--- src/rtl/i2c_si_pkg.sv ---
package i2c_si_pkg;
  localparam int ADDR_W = 2;
  localparam int DATA_W = 8;
  localparam int CNT_W  = 4;

  localparam logic [ADDR_W-1:0] A_CTRL = 2'd0;
  localparam logic [ADDR_W-1:0] A_STAT = 2'd1;

  // status bit positions
  localparam int S_ARB  = 0;
  localparam int S_STOP = 1;
  localparam int S_XFER = 2;
  localparam int S_ACK  = 3;
  // control bit positions
  localparam int C_ARB_EN  = 0;
  localparam int C_STOP_EN = 1;
  localparam int C_XFER_EN = 2;
  localparam int C_AT8     = 3;
  localparam int CTRL_W    = 4;

  typedef struct packed {
    logic arb;
    logic stop;
    logic xfer;
  } flags_t;

  // SCL cycle number at which transfer completion is flagged
  function automatic logic [CNT_W-1:0] xfer_point(input logic at8);
    return at8 ? CNT_W'(8) : CNT_W'(9);
  endfunction

  // next value of a set-wins flag
  function automatic logic flag_next(input logic q, input logic set, input logic clr);
    return set | (q & ~clr);
  endfunction

  // status word as seen by a read; rmw forces the write-0-clear bits high
  function automatic logic [DATA_W-1:0] stat_word(input flags_t f, input logic ack,
                                                  input logic rmw);
    logic [DATA_W-1:0] w;
    w = '0;
    w[S_ARB]  = f.arb  | rmw;
    w[S_STOP] = f.stop | rmw;
    w[S_XFER] = f.xfer;
    w[S_ACK]  = ack;
    return w;
  endfunction
endpackage

--- src/rtl/i2c_si_events.sv ---
module i2c_si_events
  import i2c_si_pkg::*;
#(
  parameter int CW = CNT_W
)(
  input  logic          clk,
  input  logic          rst_n,
  input  logic          ev_arb_lost,
  input  logic          ev_stop,
  input  logic          ev_bit_end,
  input  logic [CW-1:0] bit_idx,
  input  logic          bus_busy,
  input  logic          slave_acked,
  input  logic          mst_req,
  input  logic          at8,
  output logic          arb_set,
  output logic          stop_set,
  output logic          xfer_set,
  output logic          ack_cap
);
  logic [CW-1:0] done_pt;
  logic          req_clash;

  assign done_pt   = CW'(xfer_point(at8));
  assign req_clash = mst_req & bus_busy & ~slave_acked;
  assign arb_set   = ev_arb_lost | req_clash;
  assign stop_set  = ev_stop & bus_busy;
  assign xfer_set  = ev_bit_end & (bit_idx == done_pt);
  assign ack_cap   = ev_bit_end & (bit_idx == CW'(9));

  AST_STOP_NEEDS_BUSY: assert property (@(posedge clk) disable iff (!rst_n)
    stop_set |-> bus_busy);
  AST_SLAVE_NO_CLASH: assert property (@(posedge clk) disable iff (!rst_n)
    (slave_acked && !ev_arb_lost) |-> !arb_set);
endmodule

--- src/rtl/i2c_si_flags.sv ---
module i2c_si_flags
  import i2c_si_pkg::*;
#(
  parameter int AW = ADDR_W,
  parameter int DW = DATA_W
)(
  input  logic              clk,
  input  logic              rst_n,
  input  logic              reg_we,
  input  logic [AW-1:0]     reg_addr,
  input  logic [DW-1:0]     reg_wdata,
  input  logic              bus_busy,
  input  logic              ack_rx,
  input  logic              arb_set,
  input  logic              stop_set,
  input  logic              xfer_set,
  input  logic              ack_cap,
  output flags_t            flags,
  output logic              last_ack,
  output logic [CTRL_W-1:0] ctrl
);
  logic wr_ctrl, wr_stat;
  logic xfer_clr, arb_clr, stop_clr, arb_clr_blocked;
  logic unused_wbits;

  assign wr_ctrl  = reg_we & (reg_addr == A_CTRL);
  assign wr_stat  = reg_we & (reg_addr == A_STAT);
  assign xfer_clr = wr_stat & ~reg_wdata[S_XFER];
  assign stop_clr = wr_stat & ~reg_wdata[S_STOP];
  assign arb_clr_blocked = wr_stat & ~reg_wdata[S_ARB] & bus_busy;
  assign arb_clr  = (wr_stat & ~reg_wdata[S_ARB] & ~bus_busy) | xfer_clr;
  assign unused_wbits = &{1'b0, reg_wdata[DW-1:CTRL_W]};

  always_ff @(posedge clk or negedge rst_n) begin
    if (!rst_n) begin
      flags    <= '0;
      last_ack <= 1'b0;
      ctrl     <= '0;
    end else begin
      flags.arb  <= flag_next(flags.arb,  arb_set,  arb_clr);
      flags.stop <= flag_next(flags.stop, stop_set, stop_clr);
      flags.xfer <= flag_next(flags.xfer, xfer_set, xfer_clr);
      if (ack_cap) last_ack <= ack_rx;
      if (wr_ctrl) ctrl <= reg_wdata[CTRL_W-1:0];
    end
  end

  AST_ARB_SET: assert property (@(posedge clk) disable iff (!rst_n)
    arb_set |=> flags.arb);
  AST_ARB_HOLD_BUSY: assert property (@(posedge clk) disable iff (!rst_n)
    (flags.arb && arb_clr_blocked && !xfer_clr) |=> flags.arb);
  AST_XFER_SW_ONLY: assert property (@(posedge clk) disable iff (!rst_n)
    (flags.xfer && !xfer_clr) |=> flags.xfer);
  AST_STOP_SET_WINS: assert property (@(posedge clk) disable iff (!rst_n)
    (stop_set && stop_clr) |=> flags.stop);
  AST_ACK_HOLD: assert property (@(posedge clk) disable iff (!rst_n)
    !ack_cap |=> $stable(last_ack));
endmodule

--- src/rtl/i2c_si_rdmux.sv ---
module i2c_si_rdmux
  import i2c_si_pkg::*;
#(
  parameter int AW = ADDR_W,
  parameter int DW = DATA_W
)(
  input  logic              reg_re,
  input  logic              reg_rmw,
  input  logic [AW-1:0]     reg_addr,
  input  flags_t            flags,
  input  logic              last_ack,
  input  logic [CTRL_W-1:0] ctrl,
  output logic [DW-1:0]     reg_rdata
);
  always_comb begin
    reg_rdata = '0;
    if (reg_re) begin
      unique case (reg_addr)
        A_CTRL:  reg_rdata = DW'(ctrl);
        A_STAT:  reg_rdata = stat_word(flags, last_ack, reg_rmw);
        default: reg_rdata = '0;
      endcase
    end
  end

  always_comb begin
    if (reg_re && reg_rmw && reg_addr == A_STAT)
      AST_RMW_ONES: assert (reg_rdata[S_ARB] && reg_rdata[S_STOP]);
  end
endmodule

--- src/rtl/i2c_stat_irq.sv ---
module i2c_stat_irq
  import i2c_si_pkg::*;
#(
  parameter int AW = ADDR_W,
  parameter int DW = DATA_W,
  parameter int CW = CNT_W
)(
  input  logic          clk,
  input  logic          rst_n,
  input  logic          ev_arb_lost,
  input  logic          ev_stop,
  input  logic          ev_bit_end,
  input  logic [CW-1:0] bit_idx,
  input  logic          ack_rx,
  input  logic          bus_busy,
  input  logic          slave_acked,
  input  logic          mst_req,
  input  logic          reg_we,
  input  logic          reg_re,
  input  logic          reg_rmw,
  input  logic [AW-1:0] reg_addr,
  input  logic [DW-1:0] reg_wdata,
  output logic [DW-1:0] reg_rdata,
  output logic          irq
);
  flags_t            flags;
  logic              last_ack;
  logic [CTRL_W-1:0] ctrl;
  logic arb_set, stop_set, xfer_set, ack_cap;
  logic req_arb, req_stop, req_xfer;

  i2c_si_events #(.CW(CW)) u_ev (
    .clk(clk), .rst_n(rst_n),
    .ev_arb_lost(ev_arb_lost), .ev_stop(ev_stop), .ev_bit_end(ev_bit_end),
    .bit_idx(bit_idx), .bus_busy(bus_busy), .slave_acked(slave_acked),
    .mst_req(mst_req), .at8(ctrl[C_AT8]),
    .arb_set(arb_set), .stop_set(stop_set), .xfer_set(xfer_set), .ack_cap(ack_cap)
  );

  i2c_si_flags #(.AW(AW), .DW(DW)) u_fl (
    .clk(clk), .rst_n(rst_n),
    .reg_we(reg_we), .reg_addr(reg_addr), .reg_wdata(reg_wdata),
    .bus_busy(bus_busy), .ack_rx(ack_rx),
    .arb_set(arb_set), .stop_set(stop_set), .xfer_set(xfer_set), .ack_cap(ack_cap),
    .flags(flags), .last_ack(last_ack), .ctrl(ctrl)
  );

  i2c_si_rdmux #(.AW(AW), .DW(DW)) u_rd (
    .reg_re(reg_re), .reg_rmw(reg_rmw), .reg_addr(reg_addr),
    .flags(flags), .last_ack(last_ack), .ctrl(ctrl), .reg_rdata(reg_rdata)
  );

  assign req_arb  = flags.arb  & ctrl[C_ARB_EN];
  assign req_stop = flags.stop & ctrl[C_STOP_EN];
  assign req_xfer = flags.xfer & ctrl[C_XFER_EN];
  assign irq      = req_arb | req_stop | req_xfer;

  AST_IRQ_QUIET_NO_EN: assert property (@(posedge clk) disable iff (!rst_n)
    (ctrl[C_ARB_EN] == 1'b0 && ctrl[C_STOP_EN] == 1'b0 && ctrl[C_XFER_EN] == 1'b0) |-> !irq);
  AST_IRQ_NO_FLAG: assert property (@(posedge clk) disable iff (!rst_n)
    (flags == '0) |-> !irq);
endmodule

--- config.mk ---
export PLATFORM = sky130hd
export DESIGN_NAME = i2c_stat_irq
export DESIGN_NICKNAME = d
export VERILOG_FILES = /design/src/rtl/i2c_si_pkg.sv /design/src/rtl/i2c_si_events.sv /design/src/rtl/i2c_si_flags.sv /design/src/rtl/i2c_si_rdmux.sv /design/src/rtl/i2c_stat_irq.sv
export SDC_FILE = /design/constraint.sdc
export NUM_CORES = 1
export LEC_CHECK = 0
export ABC_AREA = 1
export BUFFER_PORTS_ARGS = -buffer_cell sky130_fd_sc_hd__buf_2
export CAP_MARGIN = 20
export CORE_AREA = 3 3 43 45
export CTS_BUF_LIST = sky130_fd_sc_hd__clkbuf_4 sky130_fd_sc_hd__clkbuf_8 sky130_fd_sc_hd__clkbuf_16
export DETAILED_ROUTE_END_ITERATION = 7
export DIE_AREA = 0 0 46 48
export PLACE_DENSITY = 0.7
export RECOVER_POWER = 50
export SLEW_MARGIN = 30
export SYNTH_ARGS = -nofsm -noshare
export SYNTH_HDL_FRONTEND = slang
export SYNTH_HIERARCHICAL = 1
export SYNTH_SLANG_ARGS = --single-unit
--- constraint.sdc ---
create_clock -name clk -period 0.8 [get_ports clk]
set_input_delay 0 -clock clk [delete_from_list [all_inputs] [get_ports clk]]
set_output_delay 0 -clock clk [all_outputs]
set_load 0.03 [all_outputs]
==> flow_metrics.py, run 1 <==
metrics = {
    "grt": {
        "busiest_layer": "met2",
        "met1_usage": 0.155,
        "grtUsageMet2": 0.247,
        "met3_usage": 0.0226,
        "grt_pass1_wl_mm": 2.13,
        "grt_overflow": 0,
        "track_usage": 0.140,
        "antenna_found_initial": 0,
        "grt_max_degree": 9,
        "grt_pass1_vias": 562,
    },
    "clocking": {
        "cts.root.buffer_cell": "clkbuf_4",
        "cts_tree": "done",
        "cts_made_buffers": 3,
        "cts_htree_levels": 1,
        "clockBufferDepth": 2,
        "cts.sinks": 8,
        "clk_pin_slew_ns": 0.05,
        "clk_latency_ns": 0.25,
    },
    "detailed_routing": {
        "drtIter0Drc": 9,
        "wl_per_cell_um": 9.95,
        "viasPerCell": 4.53,
        "dr.pass1.iters": 4,
        "remaining_drc_errors": 0,
        "drt_wl_total_mm": 1.37,
        "drtAntennaViolNets": 0,
        "vias": 625,
    },
    "critical_path": {
        "cp_common_cell": "nand2_1",
        "worstPathBufferInverterCount": 2,
        "slowest_stage": "dfrtp_1",
        "slowest_delay_ns": 0.37,
        "end_kind": "output pin",
        "arrival_ns": 1.05,
        "worstPathRequired_ns": 0.80,
        "cp-start-kind": "flop",
        "worstSetupPathType": "reg2out",
        "cp_max_fo": 3,
        "path_delay_family": "flip-flops",
        "crit_chain": "inv_1, nand2_1, nand2_1, a21oi_2, buf_6",
    },
    "sta": {
        "min_period_ns": 1.05,
        "finalClockSkew_ns": 0.000118,
        "setup_viol": 7,
        "max_freq_ghz": 0.955,
        "finalHoldViolCount": 0,
        "rsz0062_at_grt": "yes",
        "timing.final.crit_share": 1.31,
        "layout_setup_ws_ns": -0.247,
        "whs_ns": 0.00312,
        "drv_slew": 0,
        "tns_ns": -1.22,
    },
    "die": {
        "dieArea_um2": 2210,
        "initial_core_util": 0.359,
        "die_w_um": 46,
        "fp-row-count": 14,
        "core_um2": 1510,
        "boundaryPins": 35,
        "die_y_um": 48,
    },
    "pwr": {
        "ir_drop_uv": 837,
        "power_density_nw_per_um2": 1550,
        "power_leakage_uw": 0.000483,
    },
    "run": {
        "cap_violations": 0,
    },
    "final_layout": {
        "layout-drive-gt1-share": 0.426,
        "diodes": 0,
        "final_core_util": 0.574,
        "syn_to_final_growth_pct": 60.0,
        "mostFrequentLayoutCells": "27 x nand2_1, 20 x buf_2, 12 x inv_1, 8 x buf_6, 8 x dfrtp_1",
        "seqCellArea_um2": 200,
        "multi_input_area_um2": 307,
        "final_common_cell": "nand2_1",
        "nets": 150,
        "n_fill_cell": 145,
        "fin_area_um2": 865,
    },
    "synth": {
        "avgSynthCellArea_um2": 6.43,
        "syn_inst": 84,
        "synth_adder_area_share": 0,
        "syn-cell-area_um2": 541,
        "synth-xor-area-share": 0,
        "synth_top_family_by_area": "simple AND/OR/NAND/NOR gates",
        "synth-simple-area-share": 0.354,
        "ys_types": 14,
        "synth_compound_area_frac": 0.0880,
        "yosys_register_bits": 8,
        "synth-seq-area-share": 0.370,
        "synthMuxAreaShare": 0.0208,
        "ys_warn_count": 6,
    },
    "placed_design": {
        "gp_congestion": 0.811,
        "place_area_um2": 694,
        "dp_hpwl_um": 974,
        "place.port_buffers": 26,
    },
    "worst_hold_path": {
        "hold_path_class": "in2reg",
    },
    "outcome": {
        "violations": "negative setup slack",
        "outcome": "finished with violations",
    },
}
cell type report:
class | count | share of cell area
Clock buffer | 3 | 0.0260
Inverter | 15 | 0.0651
Multi-Input combinational cell | 60 | 0.355
Sequential cell | 8 | 0.232
Tap cell | 16 | 0.0232
Timing Repair Buffer | 36 | 0.300
report_power, final:
group / leakage [uW] / total (uW) / switching [uW] / internal [uW]
Sequential: 0.0000935 / 525 / 56.7 / 468
Combinational: 0.000375 / 508 / 264 / 245
Clock: 0.0000138 / 304 / 132 / 171
kinds of logic (layout without fill, tap and decap cells):
group | after synthesis | in the layout
compound gates | 9 | 9
buf+inv | 19 | 54
flops | 8 | 8
mux | 1 | 1
other cells | 1 | 4
simple gates | 46 | 46
path summary, 6_finish.rpt:
check / from / to / slack, ns / cells past startpoint
min reg2reg: u_fl/ctrl[1]$_DFFE_PN0P_ / u_fl/ctrl[1]$_DFFE_PN0P_ / 0.50 / 2
min in group asynchronous: rst_n / u_fl/ctrl[0]$_DFFE_PN0P_ / 0.20 / 2
max in group asynchronous: rst_n / u_fl/last_ack$_DFFE_PN0P_ / 0.30 / 2
max: u_fl/flags[1]$_DFF_PN0_ / reg_rdata[1] / -0.25 / 5
max reg2reg: u_fl/ctrl[3]$_DFFE_PN0P_ / u_fl/flags[0]$_DFF_PN0_ / -0.13 / 7
min: reg_wdata[0] / u_fl/ctrl[0]$_DFFE_PN0P_ / 0.003 / 3
cell usage after synthesis:
cell type   n  area (um^2)
mux2_2      1         11.3
inv_2       1         3.75
buf_4       4         30.0
dfrtp_1     8          200
o21bai_1    1         7.51
nand2_2     1         6.26
inv_1      14         52.6
a21oi_1     4         20.0
nor2_2      3         18.8
nand2_1    30          113
nor2_1      5         18.8
o21ai_1     4         20.0
conb_1      1         3.75
nand3_1     7         35.0
through the flow:
stage          power, uW  worst slack, ns  instances
6_report            1340           -0.247        138
2_1_floorplan        754         -0.00909         87
3_5_place_dp         869          -0.0272        126
4_1_cts             1300           -0.262        138
3_3_place_gp         861         -0.00203        126
5_1_grt             1420           -0.331        138
registers in the layout, summed over array words and instances, names as in the netlist:
name,flops
u_fl/ctrl,4
u_fl/flags,3
u_fl/last_ack,1
per-layer routing:
layer  up-vias  part of all wire
li1        327                 -
met5         -                 0
met1       270              0.39
met3         2             0.077
met4         0            0.0029
met2        26              0.53
repair_timing:
item / in CTS / in global routing
setup buffers: 4 / 1
resized for setup: 13 / 9
hold buffers: 5 / 0
endpoints found under the setup margin: 6 / 8
pin swaps: 11 / 6
endpoints found under the hold margin: 12 / 0
tightest hold or removal path: stages:
cell and delay [ns]:
buf_2 0.08, nand3_1 0.07, nand2_1 0.07
No activity file was read; power rests on OpenSTA's default activity.
==> inputs of run 2 (changes only) <==
BUFFER_PORTS_ARGS = -buffer_cell sky130_fd_sc_hd__clkbuf_2   (was -buffer_cell sky130_fd_sc_hd__buf_2)
CORE_AREA = 3 3 47 49   (was 3 3 43 45)
DIE_AREA = 0 0 50 52   (was 0 0 46 48)
PLACE_DENSITY = unset   (was 0.7)
clock period = 1.2 ns   (was 0.8 ns; I/O delays follow)
==> flow_metrics.py, run 2 (synthesized netlist as in run 1, its figures left out) <==
metrics = {
    "pwr": {
        "clock_power_share": 0.256,
        "p_sw_frac": 0.334,
        "pwr-share-comb": 0.302,
        "p_int_uw": 520,
        "power_frac_seq": 0.442,
        "power_leakage_uw": 0.000451,
        "power_density_nw_per_um2": 1020,
        "netSwitchingPower_uw": 261,
        "total_power_uw": 781,
        "ir_drop_uv": 425,
    },
    "clocking": {
        "clockBufferDepth": 2,
        "cts_made_buffers": 3,
        "clk_pin_slew_ns": 0.05,
        "cts.root.buffer_cell": "clkbuf_4",
        "cts_htree_levels": 1,
        "clk_latency_ns": 0.25,
        "cts_tree": "done",
        "cts.sinks": 8,
    },
    "die": {
        "die_w_um": 50,
        "boundaryPins": 35,
        "die_y_um": 52,
        "initial_core_util": 0.284,
        "dieArea_um2": 2600,
        "fp-row-count": 16,
        "core_um2": 1900,
    },
    "final_layout": {
        "syn_to_final_growth_pct": 41.9,
        "finalNonFillerCells": 145,
        "largest_registers": "u_fl/ctrl x4, u_fl/flags x3, u_fl/last_ack x1",
        "fin_area_um2": 767,
        "largest_reg_flops": 4,
        "diodes": 0,
        "layout-drive-gt1-share": 0.288,
        "regMostFlops": "u_fl/ctrl",
        "mostFrequentLayoutCells": "30 x nand2_1, 23 x clkbuf_2, 14 x inv_1, 8 x dfrtp_1, 7 x nand3_1",
        "nets": 146,
        "n_fill_cell": 218,
        "final_common_cell": "nand2_1",
    },
    "sta": {
        "max_freq_ghz": 0.901,
        "tns_ns": 0,
        "min_period_ns": 1.11,
        "rsz0062_at_grt": "no",
        "setup_viol": 0,
        "timing.final.crit_share": 0.925,
        "finalClockSkew_ns": 0.0000393,
        "finalHoldViolCount": 0,
        "drv_slew": 0,
    },
    "grt": {
        "track_usage": 0.105,
        "grt_pass1_vias": 506,
        "grt_max_degree": 9,
        "antenna_found_initial": 0,
        "grt_overflow": 0,
        "grt_pass1_wl_mm": 2.04,
    },
    "detailed_routing": {
        "remaining_drc_errors": 0,
        "drt_wl_total_mm": 1.26,
        "drtIter0Drc": 18,
        "vias": 585,
        "dr.pass1.iters": 4,
        "drtAntennaViolNets": 0,
        "wl_per_cell_um": 8.71,
        "viasPerCell": 4.03,
    },
    "critical_path": {
        "cp-start-kind": "flop",
        "worstPathBufferInverterCount": 2,
        "end_kind": "output pin",
        "worstPathRequired_ns": 1.20,
        "rrSetupSlack_ns": 0.38,
        "crit_chain": "inv_1, nand2_1, nand2_1, a21oi_1, buf_2",
        "slowest_delay_ns": 0.38,
        "worstSetupPathType": "reg2out",
        "slowest_stage": "dfrtp_1",
        "worstReg2RegStart": "u_fl/ctrl[3]$_DFFE_PN0P_",
        "cp_common_cell": "nand2_1",
        "cp_max_fo": 3,
        "timing.rr.end": "u_fl/flags[0]$_DFF_PN0_",
        "arrival_ns": 1.11,
        "path_delay_family": "flip-flops",
        "ff2ff_path_depth": 6,
    },
    "worst_hold_path": {
        "worstHoldStart": "slave_acked",
        "hold_path_end": "u_fl/flags[2]$_DFF_PN0_",
        "hold_depth": 4,
        "hold_path_class": "in2reg",
    },
    "placed_design": {
        "dp_hpwl_mm": 1.04,
        "place_area_um2": 686,
        "place.port_buffers": 26,
        "gp_congestion": 0.729,
        "dp.cells": 136,
    },
    "run": {
        "cap_violations": 0,
    },
    "outcome": {
        "outcome": "finished clean",
    },
}
-- run 2: cell type report --
class / count / area, um^2 / share of cell area
inverter: 15 / 56.3 / 0.0734
multi-input combinational: 60 / 265 / 0.346
tap: 27 / 33.8 / 0.0440
clock buffer: 3 / 22.5 / 0.0294
sequential: 8 / 200 / 0.261
timing repair buffer: 32 / 189 / 0.246
-- run 2: stage by stage --
step	worst slack, ns	hold slack, ns	utilization
2_1_floorplan	0.244	-0.296	-
3_3_place_gp	0.361	-0.143	0.361
6_report	0.0895	0.0102	0.403
4_1_cts	0.0568	0.00766	0.404
5_1_grt	0.000240	0.0477	0.403
3_5_place_dp	0.335	-0.142	0.361
-- run 2: what timing repair did --
action,CTS,global route
endpoints found under the setup margin,0,2
hold buffers,6,0
endpoints found under the hold margin,13,0
gates resized for setup,0,2
buffers inserted,0,0
-- run 2: power groups by stage --
stage / Sequential (uW) / Clock (uW) / Combinational (uW)
floorplan: 339 / 0 / 156
global placement: 349 / 0 / 218
detailed placement: 351 / 0 / 223
CTS: 346 / 209 / 239
global route: 352 / 216 / 267
finish: 345 / 200 / 236
-- run 2: worst min-delay path, stage by stage --
cell and delay, ns:
clkbuf_2 0.07, o21bai_1 0.06, inv_1 0.04, nand2_1 0.04
-- run 2: routing by layer --
| layer | up-vias | share of wire | global-route usage | routed length, um |
|---|---|---|---|---|
| met5 | - | 0 | 0 | 0 |
| met4 | 0 | 0.0071 | 0.0691 | 9 |
| met3 | 2 | 0.063 | 0.0258 | 79 |
| met2 | 22 | 0.44 | 0.167 | 554 |
| met1 | 241 | 0.49 | 0.124 | 619 |
| li1 | 320 | - | - | - |
-- run 2: worst max-delay path by stage --
| stage | slack, ns | endpoint | startpoint | depth (start not counted) |
|---|---|---|---|---|
| after floorplan | 0.24 | reg_rdata[0] | u_fl/flags[2]$_DFF_PN0_ | 4 |
| after global placement | 0.36 | reg_rdata[0] | u_fl/flags[2]$_DFF_PN0_ | 5 |
| after detailed placement | 0.33 | reg_rdata[0] | u_fl/flags[2]$_DFF_PN0_ | 5 |
| after CTS | 0.06 | reg_rdata[0] | u_fl/flags[2]$_DFF_PN0_ | 5 |
| after global routing | 0.0002 | reg_rdata[1] | u_fl/flags[1]$_DFF_PN0_ | 5 |
| final | 0.09 | reg_rdata[0] | u_fl/flags[2]$_DFF_PN0_ | 5 |
==> inputs of run 3 (changes only) <==
PLACE_DENSITY = 0.59   (was unset)
clock period = 1.4 ns   (was 1.2 ns; I/O delays follow)
==> flow_metrics.py, run 3 (synthesized netlist as in run 1, its figures left out) <==
metrics = {
    "outcome": {
        "outcome": "finished clean",
    },
    "sta": {
        "min_period_ns": 1.13,
        "setup_viol": 0,
        "finalHoldViolCount": 0,
        "drv_slew": 0,
        "max_freq_ghz": 0.883,
        "tns_ns": 0,
        "finalClockSkew_ns": 0.0000338,
        "timing.final.crit_share": 0.809,
        "rsz0062_at_grt": "no",
    },
    "critical_path": {
        "cp-start-kind": "flop",
        "end_kind": "output pin",
        "worstReg2RegStart": "u_fl/ctrl[3]$_DFFE_PN0P_",
        "startpoint": "u_fl/flags[2]$_DFF_PN0_",
        "arrival_ns": 1.13,
        "worstPathRequired_ns": 1.40,
        "ff2ff_path_depth": 6,
        "worstSetupPathType": "reg2out",
        "rrSetupSlack_ns": 0.60,
        "setup.worst_path.end": "reg_rdata[0]",
        "timing.rr.end": "u_fl/flags[0]$_DFF_PN0_",
        "cp_max_fo": 3,
    },
    "clocking": {
        "clk_pin_slew_ns": 0.06,
        "clk_latency_ns": 0.25,
        "postCtsSetupBuffers": 0,
        "clockBufferDepth": 2,
        "cts.root.buffer_cell": "clkbuf_4",
        "cts_made_buffers": 3,
        "cts_htree_levels": 1,
        "cts_tree": "done",
        "cts.sinks": 8,
        "ctsResizeCount": 0,
        "ctsHoldBuffers": 7,
    },
    "die": {
        "boundaryPins": 35,
        "initial_core_util": 0.284,
        "dieArea_um2": 2600,
        "core_um2": 1900,
        "die_w_um": 50,
        "die_y_um": 52,
        "fp-row-count": 16,
    },
    "final_layout": {
        "largest_reg_flops": 4,
        "layout-drive-gt1-share": 0.286,
        "fin_area_um2": 777,
        "mostFrequentLayoutCells": "30 x nand2_1, 25 x clkbuf_2, 14 x inv_1, 8 x dfrtp_1",
        "nets": 147,
        "regMostFlops": "u_fl/ctrl",
        "final_common_cell": "nand2_1",
        "largest_registers": "u_fl/ctrl x4, u_fl/flags x3, u_fl/last_ack x1",
        "diodes": 0,
        "n_fill_cell": 216,
        "syn_to_final_growth_pct": 43.8,
    },
    "pwr": {
        "netSwitchingPower_uw": 228,
        "power_leakage_uw": 0.000454,
        "pwr-share-comb": 0.300,
        "power_frac_seq": 0.437,
        "p_sw_frac": 0.337,
        "power_density_nw_per_um2": 870,
        "ir_drop_uv": 510,
        "p_int_uw": 448,
        "clock_power_share": 0.263,
    },
    "grt": {
        "antenna_found_initial": 0,
        "grt_overflow": 0,
        "grt_pass1_wl_mm": 2.18,
        "grt_pass1_vias": 547,
        "grt_max_degree": 9,
        "track_usage": 0.110,
    },
    "worst_hold_path": {
        "hold_path_class": "in2reg",
    },
    "detailed_routing": {
        "dr.pass1.iters": 4,
        "drtIter0Drc": 2,
        "drtAntennaViolNets": 0,
        "vias": 580,
        "viasPerCell": 3.97,
        "wl_per_cell_um": 8.34,
        "remaining_drc_errors": 0,
        "drt_wl_total_mm": 1.22,
    },
    "placed_design": {
        "place.port_buffers": 26,
        "gp_congestion": 0.753,
        "place_area_um2": 686,
        "dp_hpwl_mm": 1.02,
    },
    "run": {
        "cap_violations": 0,
    },
}
## run 3: critical path: stages, from the launching register on
cell and delay (ns):
dfrtp_1 0.37, inv_1 0.06, nand2_1 0.06, nand2_1 0.05, a21oi_1 0.12, clkbuf_2 0.22
## run 3: layout make-up
class                   instances  area [um^2]  area share
multi-input cells              60          265       0.341
flip-flops and latches          8          200       0.258
repair buffers                 33          199       0.256
inverters                      15         56.3      0.0725
well taps                      27         33.8      0.0435
clock buffers                   3         22.5      0.0290
## run 3: routing by layer
metal / up-vias / GRT usage / wire (um)
met4: 0 / 0.0691 / 26
met1: 235 / 0.131 / 577
met3: 2 / 0.0201 / 97
met2: 27 / 0.183 / 516
met5: - / 0 / 0
li1: 316 / - / -
## run 3: power groups by stage
stage	logic, uW	clock network (uW)	registers [uW]
global route	229	190	302
global placement	187	0	299
detailed placement	190	0	301
finish	203	178	295
floorplan	134	0	291
CTS	206	187	297
## run 3: how the worst min path moves through the flow
stage	to	slack (ns)	depth (start not counted)	start
after CTS	u_fl/flags[2]$_DFF_PN0_	0.02	4	ev_arb_lost
after detailed placement	u_fl/ctrl[3]$_DFFE_PN0P_	-0.14	1	rst_n
final	u_fl/flags[2]$_DFF_PN0_	0.02	4	ev_arb_lost
after global routing	u_fl/flags[1]$_DFF_PN0_	0.03	5	ev_stop
after global placement	u_fl/ctrl[3]$_DFFE_PN0P_	-0.14	1	rst_n
after floorplan	u_fl/ctrl[0]$_DFFE_PN0P_	-0.30	0	rst_n
## run 3: stage by stage
step | setup WS (ns) | hold slack [ns] | utilization | instances | power [uW]
6_report | 0.268 | 0.0186 | 0.409 | 146 | 676
3_5_place_dp | 0.544 | -0.143 | 0.361 | 136 | 491
2_1_floorplan | 0.444 | -0.296 | - | 87 | 425
4_1_cts | 0.257 | 0.0157 | 0.409 | 146 | 689
3_3_place_gp | 0.560 | -0.143 | 0.361 | 136 | 487
5_1_grt | 0.165 | 0.0349 | 0.409 | 146 | 721
